==> config.mk <==
export PLATFORM = sky130hd
export DESIGN_NAME = dual_pwm
export DESIGN_NICKNAME = d
export VERILOG_FILES = /design/src/rtl/pwm_pkg.sv /design/src/rtl/pwm_timer.sv /design/src/rtl/pwm_channel.sv /design/src/rtl/dual_pwm.sv
export SDC_FILE = /design/constraint.sdc
export NUM_CORES = 1
export LEC_CHECK = 0
export BUFFER_PORTS_ARGS = -buffer_cell sky130_fd_sc_hd__buf_2
export CORE_UTILIZATION = 48
export CTS_CLUSTER_SIZE = 24
export DETAILED_ROUTE_END_ITERATION = 10
export GPL_ROUTABILITY_DRIVEN = 1
export GPL_TIMING_DRIVEN = 0
export PLACE_DENSITY = 0.75
export SYNTH_ARGS = -nofsm -noshare
export SYNTH_HDL_FRONTEND = slang
export SYNTH_HIERARCHICAL = 1
export SYNTH_SLANG_ARGS = --single-unit
export TNS_END_PERCENT = 5
==> constraint.sdc <==
create_clock -name clk -period 2.1 [get_ports clk]
set_input_delay 0.315 -clock clk [delete_from_list [all_inputs] [get_ports clk]]
set_output_delay 0.315 -clock clk [all_outputs]
set_load 0.01 [all_outputs]
==> src/rtl/pwm_pkg.sv <==
package pwm_pkg;
  typedef enum logic [2:0] {
    A_PER1 = 3'd0,
    A_PER2 = 3'd1,
    A_D1H  = 3'd2,
    A_D1L  = 3'd3,
    A_D2H  = 3'd4,
    A_D2L  = 3'd5,
    A_CTRL = 3'd6,
    A_FLAG = 3'd7
  } reg_addr_e;
endpackage

==> src/rtl/pwm_timer.sv <==
module pwm_timer #(
  parameter int TW = 8
) (
  input  logic          clk,
  input  logic          rst_n,
  input  logic          step,
  input  logic          use_ext,
  input  logic          ext_cnt,
  input  logic          per_we,
  input  logic [TW-1:0] wdata,
  output logic [TW-1:0] cnt,
  output logic [TW-1:0] per,
  output logic          roll
);
  logic          adv;
  logic [TW-1:0] cnt_nx, per_nx;

  assign adv  = step & (use_ext ? ext_cnt : 1'b1);
  assign roll = adv & (cnt == per);

  always_comb begin
    cnt_nx = cnt;
    if (roll)     cnt_nx = '0;
    else if (adv) cnt_nx = cnt + 1'b1;
    per_nx = per_we ? wdata : per;
  end

  always_ff @(posedge clk or negedge rst_n) begin
    if (!rst_n) begin
      cnt <= '0;
      per <= '0;
    end else begin
      cnt <= cnt_nx;
      per <= per_nx;
    end
  end
endmodule

==> src/rtl/pwm_channel.sv <==
module pwm_channel #(
  parameter int TW = 8,
  parameter int FW = 2,
  localparam int DW = TW + FW
) (
  input  logic          clk,
  input  logic          rst_n,
  input  logic          hi_we,
  input  logic          lo_we,
  input  logic [TW-1:0] wdata,
  input  logic          load,
  input  logic [DW-1:0] pos,
  output logic [DW-1:0] duty_act,
  output logic          pwm
);
  logic [DW-1:0] master, master_nx, slave_nx;

  always_comb begin
    master_nx = master;
    if (hi_we) master_nx[DW-1:FW] = wdata;
    if (lo_we) master_nx[FW-1:0]  = wdata[TW-1 -: FW];
    slave_nx  = load ? master : duty_act;
  end

  always_ff @(posedge clk or negedge rst_n) begin
    if (!rst_n) begin
      master   <= '0;
      duty_act <= '0;
    end else begin
      master   <= master_nx;
      duty_act <= slave_nx;
    end
  end

  assign pwm = (pos < duty_act);
endmodule

==> src/rtl/dual_pwm.sv <==
module dual_pwm #(
  parameter int TW = 8,
  parameter int FW = 2,
  localparam int DW  = TW + FW,
  localparam int SEL = TW - 1 - FW
) (
  input  logic          clk,
  input  logic          rst_n,
  input  logic          wr_en,
  input  logic [2:0]    addr,
  input  logic [TW-1:0] wdata,
  output logic [TW-1:0] rdata,
  input  logic          ext_cnt,
  output logic [1:0]    irq,
  output logic [1:0]    pwm
);
  import pwm_pkg::*;

  reg_addr_e adr;
  assign adr = reg_addr_e'(addr);

  logic [FW-1:0]      ph, ph_nx;
  logic               step;
  logic [1:0]         ext_sel, ext_sel_nx;
  logic               sel2, sel2_nx;
  logic [1:0]         flags, flags_nx;
  logic [1:0][TW-1:0] tcnt, tper;
  logic [1:0]         troll;
  logic [1:0][DW-1:0] dc_act;
  logic [1:0]         src;

  assign step = &ph;
  assign src  = {sel2, 1'b0};

  for (genvar i = 0; i < 2; i++) begin : g_tmr
    pwm_timer #(.TW(TW)) u_tmr (
      .clk(clk), .rst_n(rst_n), .step(step),
      .use_ext(ext_sel[i]), .ext_cnt(ext_cnt),
      .per_we(wr_en && addr == 3'(i)), .wdata(wdata),
      .cnt(tcnt[i]), .per(tper[i]), .roll(troll[i])
    );
  end

  for (genvar i = 0; i < 2; i++) begin : g_ch
    pwm_channel #(.TW(TW), .FW(FW)) u_ch (
      .clk(clk), .rst_n(rst_n),
      .hi_we(wr_en && addr == 3'(2 + 2*i)),
      .lo_we(wr_en && addr == 3'(3 + 2*i)),
      .wdata(wdata), .load(troll[src[i]]),
      .pos({tcnt[src[i]], ph}),
      .duty_act(dc_act[i]), .pwm(pwm[i])
    );
  end

  always_comb begin
    ph_nx      = ph + 1'b1;
    ext_sel_nx = (wr_en && adr == A_CTRL) ? wdata[1:0] : ext_sel;
    sel2_nx    = (wr_en && adr == A_D2L) ? wdata[SEL] : sel2;
    for (int i = 0; i < 2; i++)
      flags_nx[i] = troll[i] | (flags[i] & ~(wr_en && adr == A_FLAG && wdata[i]));
  end

  always_ff @(posedge clk or negedge rst_n) begin
    if (!rst_n) begin
      ph      <= '0;
      ext_sel <= '0;
      sel2    <= 1'b0;
      flags   <= '0;
    end else begin
      ph      <= ph_nx;
      ext_sel <= ext_sel_nx;
      sel2    <= sel2_nx;
      flags   <= flags_nx;
    end
  end

  always_comb begin
    rdata = '0;
    case (adr)
      A_PER1: rdata = tper[0];
      A_PER2: rdata = tper[1];
      A_D1H:  rdata = dc_act[0][DW-1:FW];
      A_D1L:  rdata[TW-1 -: FW] = dc_act[0][FW-1:0];
      A_D2H:  rdata = dc_act[1][DW-1:FW];
      A_D2L: begin
        rdata[TW-1 -: FW] = dc_act[1][FW-1:0];
        rdata[SEL]        = sel2;
      end
      A_CTRL: rdata[1:0] = ext_sel;
      A_FLAG: rdata[1:0] = flags;
      default: rdata = '0;
    endcase
  end

  assign irq = flags;
endmodule

==> impl_metrics.toml <==
[run_status]
status = "finished, violations left"
violations = "setup timing"

[drt]
drt_pass1_iterations = 5
ant_nets = 0
wl_per_cell_um = 20.2
vias = 3354
routed_wirelength_mm = 11.4
viasPerCell = 5.94
drc_errors = 0
drt_iter0_markers = 252

[clock_tree]
cts_max_path_buffers = 2
clk_pin_slew_ns = 0.09
htreeDepth = 3
cts_tree = "yes"
clk_latency_ns = 0.35
cts_root_buffer = "clkbuf_8"
clkSinkCount = 79
numCtsBuffers = 9

[finish]
area.sequential_sq_mm = 0.00198
layout.nets = 488
multi_input_area_sq_mm = 0.00239
diodes = 0
layout-drive-gt1-share_pct = 35.2
final_util_pct = 59.2
fill_cells = 733
syn2layout_area_growth_pct = 18.6

[sta]
setup_violations = 2
skew_ns = 0.00932
finalCriticalPeriod_ns = 2.39
relSlewSlack_pct = 59.2
finalCritPeriodShare_pct = 114
setup_slack_ns = -0.291
finalHoldViolations = 0
timing.fmax_mhz = 418
grt_setup_unrepaired = "yes"
worst-slew-pin-transition_ns = 0.612
slew_viol_final = 0

[yosys]
synth_edf_count = 0
yosys_warnings = 6
synthTopCellsByArea = "dfrtp_1 (45%), mux2_2 (14%), ha_1 (6.0%)"
async_reset_ff_share_pct = 100
synth_ff_type = "dfrtp_1"
synth_cells = 411
ys_seq_area_share_pct = 45.2
yosys.area.top_type = "dfrtp_1"
ys_ff_latch = 79
yosysMostFrequentCell = "dfrtp_1"
netlist_area_sq_mm = 0.00437
yosysTopAreaCellShare_pct = 45.2
avgSynthCellArea_sq_um = 10.6
ys_types = 45
synthTopCellsByCount = "dfrtp_1 (79), mux2_2 (53), nand2_1 (44)"
syn_nets = 447

[placed_design]
globalplace.congestion = 0.953
dpl.hpwl_mm = 7.97
dp_slack_ns = -0.477
portBuffers = 25

[grt]
grt_pass1_wl_mm = 18.3
grt_max_degree = 62
grt_overflow = 0
first_global_vias = 3409
grt_use_total_pct = 25.3
antenna_found_initial = 0

[die]
floorplan.initialDensity_pct = 49.9
die_w_um = 97.4
num_rows = 34
coreArea_sq_mm = 0.00876
io_pins = 27
die_height_um = 97.4
die_area_sq_mm = 0.00949

[power]
irDropWorstVdd_mv = 0.623
p_leak_nw = 2.33
power_density_mw_per_mm2 = 1060

[job]
maxCapViolations = 0

[critical_path]
required_ns = 1.78
crit_arrival_ns = 2.08
crit_fanout = 7
crit_path_end_kind = "primary output"
worstSetupPathType = "flip-flop to primary output"
critPathLaunchType = "flip-flop"

[min_path]
hp-class = "input port to flip-flop"
==> stage by stage <==
step | TNS [ns] | area [sq um] | instances | power [mW] | hold slack, ns
after floorplan | 0 | 4370 | 411 | 3.37 | 0.0194
after global placement | -6.78 | 4630 | 544 | 3.77 | 0.458
after detailed placement | -7.38 | 4660 | 545 | 3.86 | 0.218
after CTS | -0.279 | 5090 | 565 | 5.30 | 0.247
after global routing | -0.604 | 5180 | 565 | 5.79 | 0.251
final | -0.304 | 5180 | 565 | 5.47 | 0.257
==> critical path, cell delays in order (launching register included) <==
cell and delay, ns:
dfrtp_1 0.40, buf_6 0.15, buf_6 0.12, mux2_4 0.30, ha_4 0.24, a21oi_4 0.17
o21ai_2 0.08, a21oi_2 0.12, buf_2 0.14
==> logic make-up after synthesis <==
kind of cell / share of synthesized area [%]
fa+ha+maj: 6.01
buf+inv: 5.38
mux: 16.5
simple gates: 12.3
flops: 45.2
compound gates: 10.6
xor+xnor: 4.01
==> registers in the layout, summed over array words and instances (netlist names) <==
register	count
ext_sel	2
g_ch.u_ch/duty_act	20
g_ch.u_ch/master	20
g_tmr.u_tmr/cnt	16
g_tmr.u_tmr/per	16
irq	2
ph	2
sel2	1
==> metal layers <==
layer	share of wire, %	vias to the layer above	global-route usage, %
met5	0	-	0
met3	6.3	15	4.82
met4	1.9	0	9.84
li1	-	1527	-
met1	43	1679	34.0
met2	49	133	40.5
==> final cells by class <==
cell class	instances	share of cell area, %
sequential	79	38.3
clock inverter	5	1.21
timing repair buffer	30	3.77
clock buffer	11	2.92
inverter	26	1.88
tap	108	2.61
buffer	21	3.21
multi-input combinational	285	46.2
==> final timing paths <==
path	slack [ns]	end	start	cells after the start
max reg2reg	-0.01	g_ch[1].u_ch/duty_act[0]	g_tmr[0].u_tmr/cnt[2]	7
min in group asynchronous	0.38	g_tmr[1].u_tmr/cnt[4]	rst_n	2
min reg2reg	0.49	g_ch[1].u_ch/duty_act[5]	g_ch[1].u_ch/master[5]	2
min	0.26	g_ch[0].u_ch/master[5]	wdata[3]	2
max in group asynchronous	1.12	g_ch[0].u_ch/duty_act[0]	rst_n	3
max	-0.29	pwm[1]	sel2	8
==> power breakdown <==
part	internal, mW	switching, mW	total, mW
registers	1.87	0.464	2.33
clock network	0.623	0.595	1.22
logic	0.991	0.933	1.92
total	3.48	1.99	5.47
==> repair_timing <==
| item | 4_1_cts | 5_1_grt |
|---|---|---|
| pin swaps | 16 | 3 |
| hold buffers | 1 | 0 |
| hold endpoints to repair | 18 | 0 |
| setup endpoints to repair | 22 | 20 |
| buffers inserted | 3 | 0 |
| resized for setup | 34 | 21 |
==> cells in the final DEF (no fill, tap or decap), types with 5 or more instances in the layout <==
| cell type | instances |
|---|---|
| clkbuf_8 | 11 |
| nand3_1 | 9 |
| buf_4 | 5 |
| a21oi_1 | 10 |
| ha_1 | 12 |
| buf_6 | 8 |
| mux2i_1 | 8 |
| nand2b_1 | 5 |
| mux2_2 | 47 |
| inv_1 | 25 |
| nor2_1 | 15 |
| nand2_1 | 43 |
| dfrtp_2 | 5 |
| ha_4 | 9 |
| dfrtp_1 | 74 |
| o21ai_0 | 31 |
| buf_2 | 30 |
| mux2_4 | 6 |
| xnor2_1 | 16 |
Power figures use the tool's default switching activity.
